$ cat src/rtl/ctrl_dec_pkg.sv
`timescale 1ns/1ps
package ctrl_dec_pkg;

    localparam int COND_W = 4;
    localparam int OP_W   = 2;
    localparam int FN_W   = 6;
    localparam int RA_W   = 4;
    localparam int ALU_W  = 4;
    localparam int SEL_W  = 2;
    localparam int CMD_W  = 4;
    localparam int CMD_LO = 1;
    localparam int CMD_HI = CMD_LO + CMD_W - 1;

    // instruction classes seen by the decoder
    typedef enum logic [2:0] {
        CLS_DP    = 3'd0,
        CLS_MUL   = 3'd1,
        CLS_MEM   = 3'd2,
        CLS_BR    = 3'd3,
        CLS_UNDEF = 3'd4
    } insn_class_e;

    // ALU operation codes expected by the execute stage
    typedef enum logic [ALU_W-1:0] {
        ALU_ADD   = 4'd0,
        ALU_SUB   = 4'd1,
        ALU_AND   = 4'd2,
        ALU_ORR   = 4'd3,
        ALU_EOR   = 4'd4,
        ALU_PASSB = 4'd6,
        ALU_MUL   = 4'd7,
        ALU_ONE   = 4'd15
    } alu_code_e;

    typedef enum logic [SEL_W-1:0] {
        PCS_TARGET = 2'd0,
        PCS_SEQ    = 2'd1,
        PCS_RESULT = 2'd2
    } pc_src_e;

    typedef enum logic [SEL_W-1:0] {
        EXT_DP  = 2'd0,
        EXT_MEM = 2'd1,
        EXT_BR  = 2'd2
    } ext_kind_e;

    typedef enum logic [SEL_W-1:0] {
        WA_RD   = 2'd0,
        WA_MUL  = 2'd1,
        WA_LINK = 2'd2
    } wr_addr_e;

    typedef enum logic [SEL_W-1:0] {
        S2_RM  = 2'd0,
        S2_ALT = 2'd1,
        S2_RD  = 2'd2
    } src2_e;

    // op field values
    localparam logic [OP_W-1:0] OPC_DP  = 2'd0;
    localparam logic [OP_W-1:0] OPC_MEM = 2'd1;
    localparam logic [OP_W-1:0] OPC_BR  = 2'd2;

    // condition codes the decoder understands
    localparam logic [COND_W-1:0] CC_EQ = 4'b0000;
    localparam logic [COND_W-1:0] CC_NE = 4'b0001;
    localparam logic [COND_W-1:0] CC_AL = 4'b1110;

    // data-processing commands
    localparam logic [CMD_W-1:0] DPC_AND = 4'b0000;
    localparam logic [CMD_W-1:0] DPC_EOR = 4'b0001;
    localparam logic [CMD_W-1:0] DPC_SUB = 4'b0010;
    localparam logic [CMD_W-1:0] DPC_ADD = 4'b0100;
    localparam logic [CMD_W-1:0] DPC_CMP = 4'b1010;
    localparam logic [CMD_W-1:0] DPC_ORR = 4'b1100;
    localparam logic [CMD_W-1:0] DPC_MOV = 4'b1101;

endpackage

$ cat src/rtl/ctrl_dec_cond.sv
`timescale 1ns/1ps
module ctrl_dec_cond
    import ctrl_dec_pkg::*;
(
    input  logic [COND_W-1:0] cond,
    input  logic              flag_z,
    output logic              pass
);

    always_comb begin
        unique case (cond)
            CC_EQ:   pass = flag_z;
            CC_NE:   pass = !flag_z;
            CC_AL:   pass = 1'b1;
            default: pass = 1'b0;
        endcase
    end

    // an unsupported code can never pass
    always_comb begin
        a_r2_unknown_cond_fails: assert (pass == 1'b0 || cond == CC_EQ || cond == CC_NE || cond == CC_AL)
            else $error("unsupported condition reported as passing");
    end

endmodule

$ cat src/rtl/ctrl_dec_class.sv
`timescale 1ns/1ps
module ctrl_dec_class
    import ctrl_dec_pkg::*;
(
    input  logic [OP_W-1:0]  op,
    input  logic [FN_W-1:0]  funct,
    input  logic             bit4,
    output insn_class_e      cls,
    output logic [CMD_W-1:0] dp_cmd,
    output logic             s_or_load,
    output logic             reg_operand,
    output logic             link_bit
);

    logic upper_zero;

    assign upper_zero  = (funct[FN_W-1:1] == '0);
    assign dp_cmd      = funct[CMD_HI:CMD_LO];
    assign s_or_load   = funct[0];
    assign reg_operand = !funct[FN_W-1];
    assign link_bit    = funct[CMD_HI];

    always_comb begin
        unique case (op)
            OPC_DP:  cls = (bit4 && upper_zero) ? CLS_MUL : CLS_DP;
            OPC_MEM: cls = CLS_MEM;
            OPC_BR:  cls = CLS_BR;
            default: cls = CLS_UNDEF;
        endcase
    end

    // multiply only ever comes from op 0 with bit 4 set
    always_comb begin
        a_r5_mul_needs_bit4: assert (cls != CLS_MUL || (bit4 && op == OPC_DP))
            else $error("multiply class without its marker");
    end

endmodule

$ cat src/rtl/ctrl_dec_alu.sv
`timescale 1ns/1ps
module ctrl_dec_alu
    import ctrl_dec_pkg::*;
(
    input  insn_class_e      cls,
    input  logic [CMD_W-1:0] dp_cmd,
    input  logic             s_bit,
    input  logic             reg_operand,
    output logic [ALU_W-1:0] alu_op,
    output logic             srcb_sel,
    output logic             flag_we,
    output logic             dp_wb
);

    always_comb begin
        alu_op   = ALU_ADD;
        srcb_sel = 1'b0;
        flag_we  = 1'b0;
        dp_wb    = 1'b0;
        unique case (cls)
            CLS_DP: begin
                srcb_sel = reg_operand;
                flag_we  = s_bit;
                dp_wb    = 1'b1;
                unique case (dp_cmd)
                    DPC_ADD: alu_op = ALU_ADD;
                    DPC_SUB: alu_op = ALU_SUB;
                    DPC_CMP: begin
                        alu_op = ALU_SUB;
                        dp_wb  = 1'b0;
                    end
                    DPC_AND: alu_op = ALU_AND;
                    DPC_ORR: alu_op = ALU_ORR;
                    DPC_EOR: alu_op = ALU_EOR;
                    DPC_MOV: alu_op = ALU_PASSB;
                    default: alu_op = ALU_ADD;
                endcase
            end
            CLS_MUL: begin
                alu_op   = ALU_MUL;
                srcb_sel = 1'b1;
                flag_we  = s_bit;
            end
            CLS_MEM: alu_op = ALU_ADD;
            CLS_BR:  alu_op = ALU_ONE;
            default: alu_op = ALU_ADD;
        endcase
    end

endmodule

$ cat src/rtl/ctrl_dec_path.sv
`timescale 1ns/1ps
module ctrl_dec_path
    import ctrl_dec_pkg::*;
#(
    parameter int unsigned PC_REG = 15
) (
    input  insn_class_e     cls,
    input  logic [RA_W-1:0] rd,
    input  logic            pass,
    input  logic            load_bit,
    input  logic            link_bit,
    input  logic            dp_wb,
    output logic [SEL_W-1:0] pc_sel,
    output logic            rn_sel,
    output logic [SEL_W-1:0] src2_sel,
    output logic [SEL_W-1:0] wa_sel,
    output logic            reg_we,
    output logic [SEL_W-1:0] ext_sel,
    output logic            mem_we,
    output logic            res_sel,
    output logic            link_sel
);

    localparam logic [RA_W-1:0] PC_IDX = RA_W'(PC_REG);

    logic hits_pc;
    assign hits_pc = (rd == PC_IDX);

    always_comb begin
        pc_sel   = PCS_SEQ;
        rn_sel   = 1'b1;
        src2_sel = S2_RM;
        wa_sel   = WA_RD;
        reg_we   = 1'b0;
        ext_sel  = EXT_DP;
        mem_we   = 1'b0;
        res_sel  = 1'b1;
        link_sel = 1'b0;
        unique case (cls)
            CLS_DP: begin
                reg_we = dp_wb;
                if (dp_wb && hits_pc) pc_sel = PCS_RESULT;
            end
            CLS_MUL: begin
                rn_sel   = 1'b0;
                src2_sel = S2_ALT;
                wa_sel   = WA_MUL;
                reg_we   = 1'b1;
            end
            CLS_MEM: begin
                ext_sel = EXT_MEM;
                if (load_bit) begin
                    reg_we  = 1'b1;
                    res_sel = 1'b0;
                end else begin
                    mem_we   = 1'b1;
                    src2_sel = S2_RD;
                end
            end
            CLS_BR: begin
                ext_sel  = EXT_BR;
                src2_sel = S2_ALT;
                if (pass) pc_sel = PCS_TARGET;
                if (link_bit) begin
                    link_sel = 1'b1;
                    wa_sel   = WA_LINK;
                    reg_we   = pass;
                end
            end
            default: ;
        endcase
    end

    // a store never also writes back
    always_comb begin
        a_r8_store_no_writeback: assert (!(mem_we && reg_we))
            else $error("store decoded with a register write");
    end

endmodule

$ cat src/rtl/ctrl_decode.sv
`timescale 1ns/1ps
module ctrl_decode
    import ctrl_dec_pkg::*;
#(
    parameter int unsigned PC_REG = 15
) (
    input  logic [3:0] cond,
    input  logic [1:0] op,
    input  logic [5:0] funct,
    input  logic [3:0] rd,
    input  logic       bit4,
    input  logic       flag_n,
    input  logic       flag_z,
    input  logic       flag_c,
    input  logic       flag_v,
    output logic [1:0] pc_sel,
    output logic       pc_we,
    output logic       rn_sel,
    output logic [1:0] src2_sel,
    output logic [1:0] wa_sel,
    output logic       reg_we,
    output logic [1:0] ext_sel,
    output logic       srcb_sel,
    output logic [3:0] alu_op,
    output logic       flag_we,
    output logic       mem_we,
    output logic       res_sel,
    output logic       link_sel
);

    insn_class_e      cls;
    logic [CMD_W-1:0] dp_cmd;
    logic             s_or_load;
    logic             reg_operand;
    logic             link_bit;
    logic             pass;
    logic             dp_wb;
    logic             unused_flags;

    // only Z takes part in the supported conditions
    assign unused_flags = flag_n ^ flag_c ^ flag_v;
    assign pc_we        = 1'b1;

    ctrl_dec_cond u_cond (
        .cond   (cond),
        .flag_z (flag_z),
        .pass   (pass)
    );

    ctrl_dec_class u_class (
        .op          (op),
        .funct       (funct),
        .bit4        (bit4),
        .cls         (cls),
        .dp_cmd      (dp_cmd),
        .s_or_load   (s_or_load),
        .reg_operand (reg_operand),
        .link_bit    (link_bit)
    );

    ctrl_dec_alu u_alu (
        .cls         (cls),
        .dp_cmd      (dp_cmd),
        .s_bit       (s_or_load),
        .reg_operand (reg_operand),
        .alu_op      (alu_op),
        .srcb_sel    (srcb_sel),
        .flag_we     (flag_we),
        .dp_wb       (dp_wb)
    );

    ctrl_dec_path #(.PC_REG(PC_REG)) u_path (
        .cls      (cls),
        .rd       (rd),
        .pass     (pass),
        .load_bit (s_or_load),
        .link_bit (link_bit),
        .dp_wb    (dp_wb),
        .pc_sel   (pc_sel),
        .rn_sel   (rn_sel),
        .src2_sel (src2_sel),
        .wa_sel   (wa_sel),
        .reg_we   (reg_we),
        .ext_sel  (ext_sel),
        .mem_we   (mem_we),
        .res_sel  (res_sel),
        .link_sel (link_sel)
    );

    // cross-checks between the ALU-side and path-side decodes
    always_comb begin
        a_r1_target_only_on_branch: assert (pc_sel != PCS_TARGET || (op == OPC_BR && pass))
            else $error("branch target chosen outside a taken branch");
        a_r7_flags_only_op0: assert (!flag_we || op == OPC_DP)
            else $error("flag write outside op 0");
        a_r9_link_with_alu15: assert (!link_sel || alu_op == ALU_ONE)
            else $error("link select without branch ALU code");
        a_r5_mul_operands: assert (rn_sel || (alu_op == ALU_MUL && srcb_sel))
            else $error("multiply read select without multiply ALU setup");
        a_r11_undef_writes_nothing: assert (op != 2'd3 || !(reg_we || mem_we || flag_we))
            else $error("undefined op produced a write");
        a_r3_ext_tracks_op: assert (op != OPC_BR || ext_sel == EXT_BR)
            else $error("branch without branch extend");
    end

endmodule

$ cat config.mk
export PLATFORM = sky130hd
export DESIGN_NAME = ctrl_decode
export DESIGN_NICKNAME = d
export VERILOG_FILES = /design/src/rtl/ctrl_dec_pkg.sv /design/src/rtl/ctrl_dec_cond.sv /design/src/rtl/ctrl_dec_class.sv /design/src/rtl/ctrl_dec_alu.sv /design/src/rtl/ctrl_dec_path.sv /design/src/rtl/ctrl_decode.sv
export SDC_FILE = /design/constraint.sdc
export NUM_CORES = 1
export LEC_CHECK = 0
export BUFFER_PORTS_ARGS = -buffer_cell sky130_fd_sc_hd__buf_2
export CAP_MARGIN = 20
export CORE_AREA = 2 2 39 41
export DETAILED_ROUTE_END_ITERATION = 7
export DIE_AREA = 0 0 41 43
export PLACE_DENSITY_LB_ADDON = 0.3
export SLEW_MARGIN = 20
export SYNTH_ARGS = -nofsm -noshare
export SYNTH_HDL_FRONTEND = slang
export SYNTH_SLANG_ARGS = --single-unit
$ cat constraint.sdc
create_clock -name vclk -period 2.5
set_input_delay 0.25 -clock vclk [all_inputs]
set_output_delay 0.25 -clock vclk [all_outputs]
set_load 0.02 [all_outputs]
* Yosys cells after proc, flatten, opt, wreduce, memory -nomap -nowiden *
Cells that the tools add are included.

word-level totals
  register bits = 0
  bits of input ports = 21

operators by class
  mux-type cells = 26
  reduce and logical (&&, ||, !) cells = 12
  equality and inequality tests = 13

operators with widths
  operator                                                                count
  4-bit equality test (second input constant)                             5
  2-bit one-hot mux with 2 select lines                                   4
  3-bit one-hot mux with 5 select lines                                   1
  1-bit 2-to-1 mux                                                        13
  4-bit one-hot mux with 3 select lines                                   1
  3-bit one-hot mux with 3 select lines                                   1
  4-bit by 1-bit equality test with 1-bit output (second input constant)  2
  4-bit logical NOT                                                       2
  3-bit by 2-bit equality test with 1-bit output (second input constant)  2
  2-bit 2-to-1 mux                                                        3
  2-bit OR reduction                                                      3
  5-bit logical NOT                                                       1
  4-bit by 2-bit equality test with 1-bit output (second input constant)  1
  1-bit one-hot mux with 4 select lines                                   1
  3-bit by 1-bit equality test with 1-bit output (second input constant)  1
  3-bit logical NOT                                                       1
  1-bit one-hot mux with 3 select lines                                   1
  2-bit by 1-bit equality test with 1-bit output (second input constant)  1
  2-bit equality test (second input constant)                             1
  1-bit logical AND                                                       2
  1-bit logical NOT                                                       2
  2-bit logical NOT                                                       1
  1-bit one-hot mux with 2 select lines                                   1

* Depth between registers and ports, before layout *
Gate-level depths: netlist of the first run.

  word-level depth = 9
  depth in mapped cells = 6
  mapped depth without buffers = 6

* By module *
Synthesis of the first run repeated with hierarchy kept, for this count alone.

second synthesis, totals
  cells, all modules = 58
  area total of the unflattened synthesis = 435.4 µm²

by module, submodules not included
  module          instances  area each (µm²)  cells an instance
  ctrl_dec_path   1          165.2            21
  ctrl_dec_alu    1          112.6            18
  ctrl_dec_class  1          112.6            14
  ctrl_dec_cond   1          33.8             3
  ctrl_decode     1          11.3             2

* Least setup slack after synthesis of the first run *
Ideal clock, no wire load.

  path type = input to output
  start point = input port op[0]
  end point = output port reg_we
  stages = 5
  arrival = 1598 ps
  data required time = 2250 ps
  setup slack = 652 ps
  buffers on the path = 0
  cells stage by stage = inv_1 > ha_1 > and2_1 > a21bo_1 > a31oi_1

on the way
  longest elaborated chain between the ends = 5

ends and longest elaborated chain
  item                                         line                                     text
  from (decl)                                  ctrl_decode.sv:8                         input logic [1:0] op,
  2-bit equality test (tied with other cells)  ctrl_dec_class.sv:24                     unique case (op)
  3-bit one-hot mux with 3 select lines (*)    ctrl_dec_class.sv:24
  3-bit logical NOT                            ctrl_dec_alu.sv:20, ctrl_dec_path.sv:39
  1-bit 2-to-1 mux                             ctrl_dec_alu.sv:20                       unique case (cls)
  1-bit one-hot mux with 4 select lines (*)    ctrl_dec_path.sv:39                      unique case (cls)
  to (decl)                                    ctrl_decode.sv:21                        output logic reg_we,

Every way passes the cells marked *; elsewhere a longest branch is shown, timed or not.

* Final worst setup path of the first run *
Same ends and word-level chain as after synthesis.

==> metrics.md, run 1 <==
| Metric | Value |
|---|---|
| Largest net degree at the start of global routing | `8` |
| Global-route track usage on met1 | `0.149` |
| Vias in the first global route | `401` |
| Final ANT Viol Nets | `0` |
| Worst hold path stage count | `3` |
| Setup Buffers After CTS | `0` |
| Syn Std Cell Area | `393 um^2` |
| Period utilization | `0.789` |
| Fin area | `583 um^2` |
| Post-layout minimum cycle time | `1970 ps` |
| # clk buffers | `0` |
| Core Area | `0.00138 mm^2` |
| Hold Path Class | `in -> out` |
| DR vias | `479` |
| Arrival time worst endpoint | `1720 ps` |
| Netlist cell types | `24` |
| Rows | `14` |
| Most used routing layer | `met2` |
| Layout cells sized above 1 | `0.494` |
| Cells after synthesis | `52` |
| Max VDD drop | `0.0664 mV` |
| Pwr Total | `0.101 mW` |
| Synthesis-to-finish area growth | `48.4%` |
| Hold-fix buffers, CTS | `0` |
| Via/cell ratio | `4.65` |
| DRT Pass-1 Iters | `4` |
| First DRT Iteration DRCs | `2` |
| Final Routed Wirelength | `977 um` |
| Final RePlAce weighted congestion | `0.705` |
| GR Util All Layers | `0.108` |
| Final Hold Fails | `0` |
| Seq/Total Area, Yosys | `0` |
| Setup TNS | `0 ps` |
| CTS resizes | `0` |
| Synthesized net count | `80` |
| WL/cell | `9.49 um` |
| Syn. warnings | `0` |
| Syn Area/Cell | `7.56 um^2` |
| Met2 usage | `0.191` |
| Initial antenna violation count | `0` |
| Seq_cells | `0` |
| Port buffer count | `37` |
| Ports | `41` |
| Starting density of the core | `0.284` |
| Number of max-cap violations | `0` |
| Crit Path Class | `in -> out` |
| Setup violators final | `0` |
| CP startpoint kind | `input port` |
| Slew Limit Fails | `0` |
| Worst Hold End | `srcb_sel` |
| Total grt overflow | `0` |
| Hold path startpoint | `funct[5]` |
| RSZ-0062 raised after global routing | `no` |
| Status | `finished, final reports clean` |
| Power per cell area | `173 mW/mm^2` |
| DRC | `0` |
| Fin nets | `117` |
| Leakage | `0.326 nW` |
| Area after DPL | `583 um^2` |
| Fmax | `0.507 GHz` |
| Met3 Resource Use GR | `0` |
| # diodes | `0` |
| CP Capture Type | `output pin` |
| Die W | `41 um` |
| FF+latch area | `0 um^2` |
| Crit path required time | `2250 ps` |
| CP Max Fanout | `7` |
| Hpwl dp | `873 um` |
| First-pass GRT wire length | `1470 um` |
| Die height | `43 um` |
| Full die area | `0.00176 mm^2` |
## cell families after synthesis
kind of cell,Yosys count,share of synthesized area
simple gates,24,0.385
compound gates,11,0.252
fa+ha+maj,7,0.223
buf+inv,7,0.0860
xor+xnor,2,0.0446
other cells,1,0.00954
## critical path, cell delays in order
cell     delay (ps)
buf_2           150
inv_1            90
ha_1            320
nor2_1          390
o41ai_1         170
a31oi_1         180
buf_2           180
## worst max path at each step
stage	startpoint	end	slack [ps]
CTS	op[0]	reg_we	530
global placement	op[0]	reg_we	550
finish	op[0]	reg_we	530
global route	op[0]	reg_we	420
floorplan	op[0]	reg_we	650
detailed placement	op[0]	reg_we	520
## where the power goes
group	switching [mW]	internal, mW
sequential	0	0
combinational	0.0619	0.0387
clock	0	0
total	0.0619	0.0387
## area by class of cell
cell class         count  area (um^2)
fillers              149          801
multi-input cells     45          359
repair buffers        37          185
well taps             16         20.0
inverters              5         18.8
## routing by layer
| layer | part of all wire | wire length [um] |
|---|---|---|
| met2 | 0.47 | 458 |
| met5 | 0 | 0 |
| met3 | 0.087 | 85 |
| met1 | 0.44 | 433 |
| met4 | 0 | 0 |
## through the flow
stage                     utilization  hold WS (ps)  cells  worst slack (ps)
after floorplan                     -           578     52               652
after global placement          0.421           790    103               549
after detailed placement        0.421           788    103               519
after CTS                       0.421           788    103               533
after global routing            0.421           794    103               419
final                           0.421           782    103               526
## synthesized netlist by cell type
master    count  area, um^2
nand2_1       7        26.3
nor2_1        4        15.0
a21bo_1       1        10.0
a31oi_1       2        12.5
nor4_4        1        21.3
inv_2         1        3.75
xnor2_1       2        17.5
nand4b_1      2        17.5
o21ai_2       1        8.76
and3_4        1        11.3
o21ai_0       1        5.00
o41ai_1       2        17.5
buf_4         2        15.0
nor2b_1       3        18.8
inv_1         4        15.0
nand3_1       1        5.00
nand4_1       1        6.26
ha_1          7        87.6
conb_1        1        3.75
a21boi_1      1        7.51
and2_1        3        18.8
a41oi_4       1        27.5
a21oi_1       2        10.0
or4_4         1        11.3
## cells in the final DEF (no fill, tap or decap), types with 3 or more instances in the layout
cell type  netlist  final
nand2_1          7      7
buf_2            0     37
and2_1           3      3
nor2_1           4      4
nor2b_1          3      3
inv_1            4      4
ha_1             7      7
Note: power is estimated with default switching activity, not from simulation.
==> run 2: changes to the inputs <==
ABC_AREA = 1   (was not set)
clock period = 1.7 ns   (was 2.5 ns; I/O delays follow)
==> run 2 against run 1 <==
Critical endpoint unchanged. Cell area increased by 12%. Worst setup slack got worse by 380 ps. Combinational power up 71%. Die area unchanged. Highest routed layer unchanged. Synthesized area is 15% higher.
==> metrics.md, run 2 <==
| Metric | Value |
|---|---|
| Status | `finished, final reports clean` |
| Pint | `0.0655 mW` |
| Setup violators final | `0` |
| Syn Std Cell Area | `453 um^2` |
| RSZ-0062 raised after global routing | `no` |
| Switching power | `0.108 mW` |
| Crit Path Class | `in -> out` |
| # diodes | `0` |
| Die height | `43 um` |
| Layout cells sized above 1 | `0.452` |
| Top cells by count, synth | `21 x nand2_1, 16 x inv_1, 7 x ha_1` |
| CP startpoint kind | `input port` |
| Rows | `14` |
| Synthesized net count | `107` |
| Syn Area/Cell | `5.73 um^2` |
| Post-layout utilization of the core | `0.470` |
| Hpwl dp | `967 um` |
| Ports | `41` |
| Full die area | `0.00176 mm^2` |
| Power per cell area | `266 mW/mm^2` |
| Leakage | `0.422 nW` |
| DR vias | `557` |
| Synthesis-to-finish area growth | `43.6%` |
| WL/cell | `8.22 um` |
| First-pass GRT wire length | `1680 um` |
| Vias in the first global route | `447` |
| Hold-fix buffers, CTS | `0` |
| Leading area contributor after synthesis | `ha_1` |
| Most frequent cells in the layout | `37 x buf_2, 21 x nand2_1, 16 x inv_1, 7 x ha_1, 6 x nor2_1` |
| Cells after synthesis | `79` |
| Initial antenna violation count | `0` |
| Setup ws final | `146 ps` |
| Final Routed Wirelength | `1080 um` |
| Period utilization | `0.914` |
| Fin nets | `145` |
| Crit path required time | `1530 ps` |
| Port buffer count | `37` |
| Setup TNS | `0 ps` |
| Sw Ratio | `0.622` |
| Worst hold path stage count | `3` |
| Seq_cells | `0` |
| Die W | `41 um` |
| Most common cell after layout, fill and taps aside | `buf_2` |
| Cell family with most CP delay | `buffers and inverters` |
| Setup Buffers After CTS | `0` |
| Most frequent cell after synthesis | `nand2_1` |
| Seq/Total Area, Yosys | `0` |
| # clk buffers | `0` |
| Xor/xnor cell area share of the yosys netlist | `0` |
| Final hold slack | `630 ps` |
| Fin area | `651 um^2` |
| Mux cell area share after synthesis | `0` |
| Pwr Total | `0.173 mW` |
| Compound-Gate Fraction of Synth Area | `0.105` |
| Inst Count DP | `131` |
| Syn. warnings | `0` |
| CTS resizes | `0` |
| Via/cell ratio | `4.25` |
| Number of max-cap violations | `0` |
| GR Util All Layers | `0.125` |
| Final RePlAce weighted congestion | `0.716` |
| Largest net degree at the start of global routing | `9` |
| Fillers | `162` |
| Max VDD drop | `0.132 mV` |
| Comb pwr share | `1.000` |
| Core Area | `0.00138 mm^2` |
| Netlist cell types | `21` |
| Proportion of netlist area held by the largest area contributor | `0.193` |
| DRC | `0` |
| Simple-gate area share of the yosys netlist | `0.492` |
| Dpl ws | `130 ps` |
| Slowest library cell on the worst path | `ha_1` |
| FF+latch area | `0 um^2` |
| First DRT Iteration DRCs | `5` |
| CP Capture Type | `output pin` |
| Final ANT Viol Nets | `0` |
| Crit-path cells | `buf_2 -> inv_1 -> ha_1 -> nor2_4 -> inv_1 -> o21bai_1 -> a21oi_1 -> buf_2` |
| DRT Pass-1 Iters | `3` |
| Post-layout minimum cycle time | `1550 ps` |
| Post-Synth Adder-Cell Area | `0.193` |
| Worst Hold End | `srcb_sel` |
| Fmax | `0.643 GHz` |
| Non-filler instance count after layout | `131` |
| CP bufs+invs | `4` |
| Ranking of synthesized cells by area | `ha_1 19%, nand2_1 17%, inv_1 13%` |
| Total grt overflow | `0` |
| Area after DPL | `651 um^2` |
| Final Hold Fails | `0` |
| Sequential Power Share | `0` |
| Hold Path Class | `in -> out` |
| Worst path max stage delay | `330 ps` |
| Slew Limit Fails | `0` |
| Starting density of the core | `0.327` |
| Arrival time worst endpoint | `1380 ps` |
| Power share of the clock group | `0` |
| Largest family of logic cells by synthesized area | `simple AND/OR/NAND/NOR gates` |
| Crit path from | `op[0]` |
| Hold path startpoint | `funct[5]` |
| CP Max Fanout | `5` |
==> run 2: changes by cell type in the layout (fill, tap and decap cells not counted), moves of 3 or more <==
cell | previous run | this run
nand2_1 | 7 | 21
inv_1 | 4 | 16
and2_1 | 3 | 0
nand2_2 | 0 | 3
nor2b_1 | 3 | 0
==> run 2: area by class of cell <==
class | count | area (um^2) | share of cell area
Multi-Input combinational cell | 58 | 362 | 0.556
Timing Repair Buffer | 38 | 193 | 0.296
Inverter | 19 | 76.3 | 0.117
Tap cell | 16 | 20.0 | 0.0308
==> run 2: layer usage <==
metal / up-vias / global-route usage / share of wire
met3: 0 / 0 / 0.057
met4: 0 / 0 / 0
met1: 235 / 0.171 / 0.45
met2: 15 / 0.222 / 0.49
met5: - / 0 / 0
li1: 307 / - / -
==> run 2: worst max path at each step <==
stage | endpoint | cells after the start
2_1_floorplan | reg_we | 8
3_3_place_gp | reg_we | 8
3_5_place_dp | reg_we | 8
4_1_cts | reg_we | 8
5_1_grt | reg_we | 8
6_report | reg_we | 8
==> run 2: cells by family after synthesis <==
group	count (synthesis)
AND/OR/NAND/NOR	42
buffers and inverters	21
AO/OA/AOI/OAI	8
adder cells (fa/ha/maj)	7
other	1
==> run 2: power by group through the flow <==
stage / combinational (mW) / sequential, mW / clock, mW
2_1_floorplan: 0.114 / 0 / 0
4_1_cts: 0.175 / 0 / 0
3_5_place_dp: 0.175 / 0 / 0
6_report: 0.173 / 0 / 0
3_3_place_gp: 0.172 / 0 / 0
5_1_grt: 0.193 / 0 / 0
==> run 3: changes to the inputs <==
RECOVER_POWER = 25   (was not set)
==> run 3 against run 2 <==
Core utilization shrank 0.36 points. Worst setup slack lost 1.3 ps. Non-clock buffer count is the same. Sequential share of layout area is the same. Fmax is essentially flat. Worst hold slack is the same. Critical path type unchanged. Cell area shrank 0.77%. Routed wire length grew 0.46%. Sequential cell count is the same. Critical path depth is the same. Largest power group unchanged.
==> metrics.md, run 3 (synthesis gave the netlist of run 2 again) <==
| Metric | Value |
|---|---|
| Hold Path Class | `in -> out` |
| CP Capture Type | `output pin` |
| Initial antenna violation count | `0` |
| Rows | `14` |
| Full die area | `0.00176 mm^2` |
| Post-layout utilization of the core | `0.467` |
| Total grt overflow | `0` |
| Dpl ws | `130 ps` |
| Port buffer count | `37` |
| Most frequent cells in the layout | `33 x buf_2, 21 x nand2_1, 16 x inv_1, 7 x ha_1, 6 x nor2_1` |
| Largest net degree at the start of global routing | `9` |
| First-pass GRT wire length | `1680 um` |
| Vias in the first global route | `447` |
| Multi-input gate area | `362 um^2` |
| Final ANT Viol Nets | `0` |
| Setup TNS | `0 ps` |
| Via/cell ratio | `4.21` |
| DRC | `0` |
| Crit Path Class | `in -> out` |
| Post-layout minimum cycle time | `1560 ps` |
| Final Hold Fails | `0` |
| Final RePlAce weighted congestion | `0.716` |
| Pwr Total | `0.172 mW` |
| DR vias | `552` |
| Power per cell area | `267 mW/mm^2` |
| # diodes | `0` |
| GR Util All Layers | `0.125` |
| Number of max-cap violations | `0` |
| Setup Buffers After CTS | `0` |
| Setup ws final | `144 ps` |
| Period utilization | `0.915` |
| Hpwl dp | `967 um` |
| WL/cell | `8.26 um` |
| Die height | `43 um` |
| Fin nets | `145` |
| Starting density of the core | `0.327` |
| Arrival time worst endpoint | `1390 ps` |
| First DRT Iteration DRCs | `4` |
| Leakage | `0.410 nW` |
| Core Area | `0.00138 mm^2` |
| Most common cell after layout, fill and taps aside | `buf_2` |
| Synthesis-to-finish area growth | `42.5%` |
| # clk buffers | `0` |
| Crit path required time | `1530 ps` |
| Final Routed Wirelength | `1080 um` |
| Slew Limit Fails | `0` |
| CP startpoint kind | `input port` |
| Status | `finished, final reports clean` |
| RSZ-0062 raised after global routing | `no` |
| Seq_cells | `0` |
| Setup violators final | `0` |
| CP Max Fanout | `5` |
| Fillers | `165` |
| DRT Pass-1 Iters | `3` |
| Ports | `41` |
| Hold-fix buffers, CTS | `0` |
| Fmax | `0.643 GHz` |
| FF+latch area | `0 um^2` |
| Max VDD drop | `0.130 mV` |
| Die W | `41 um` |
| CTS resizes | `0` |
| Layout cells sized above 1 | `0.417` |
[run 3: where the power goes]
group	internal, mW	leakage [nW]	switching (mW)
sequential	0	0	0
clock	0	0	0
combinational	0.0642	0.410	0.108
total	0.0642	0.410	0.108
[run 3: routing by layer]
metal | GRT usage | vias to the layer above | routed length (um)
met4 | 0 | 0 | 0
met5 | 0 | - | 0
li1 | - | 306 | -
met3 | 0 | 0 | 62
met2 | 0.222 | 15 | 534
met1 | 0.171 | 231 | 486
[run 3: final timing paths]
kind / from / slack (ps) / depth (start not counted) / end
max: op[0] / 140 / 8 / reg_we
min: funct[5] / 630 / 3 / srcb_sel
[run 3: layout make-up]
class / count / area share
well taps: 16 / 0.0310
repair buffers: 38 / 0.291
inverters: 19 / 0.118
multi-input cells: 58 / 0.560
[run 3: through the flow]
stage	instance area, um^2	instances	hold slack, ps
6_report	646	131	630
2_1_floorplan	453	79	420
5_1_grt	646	131	654
3_5_place_dp	651	131	629
4_1_cts	651	131	629
3_3_place_gp	651	131	628
[run 3: worst max-delay path: stages]
cell and delay [ps]:
buf_2 130, inv_1 100, ha_1 330, nor2_4 110
inv_1 90, o21bai_1 170, a21oi_1 110, buf_2 170
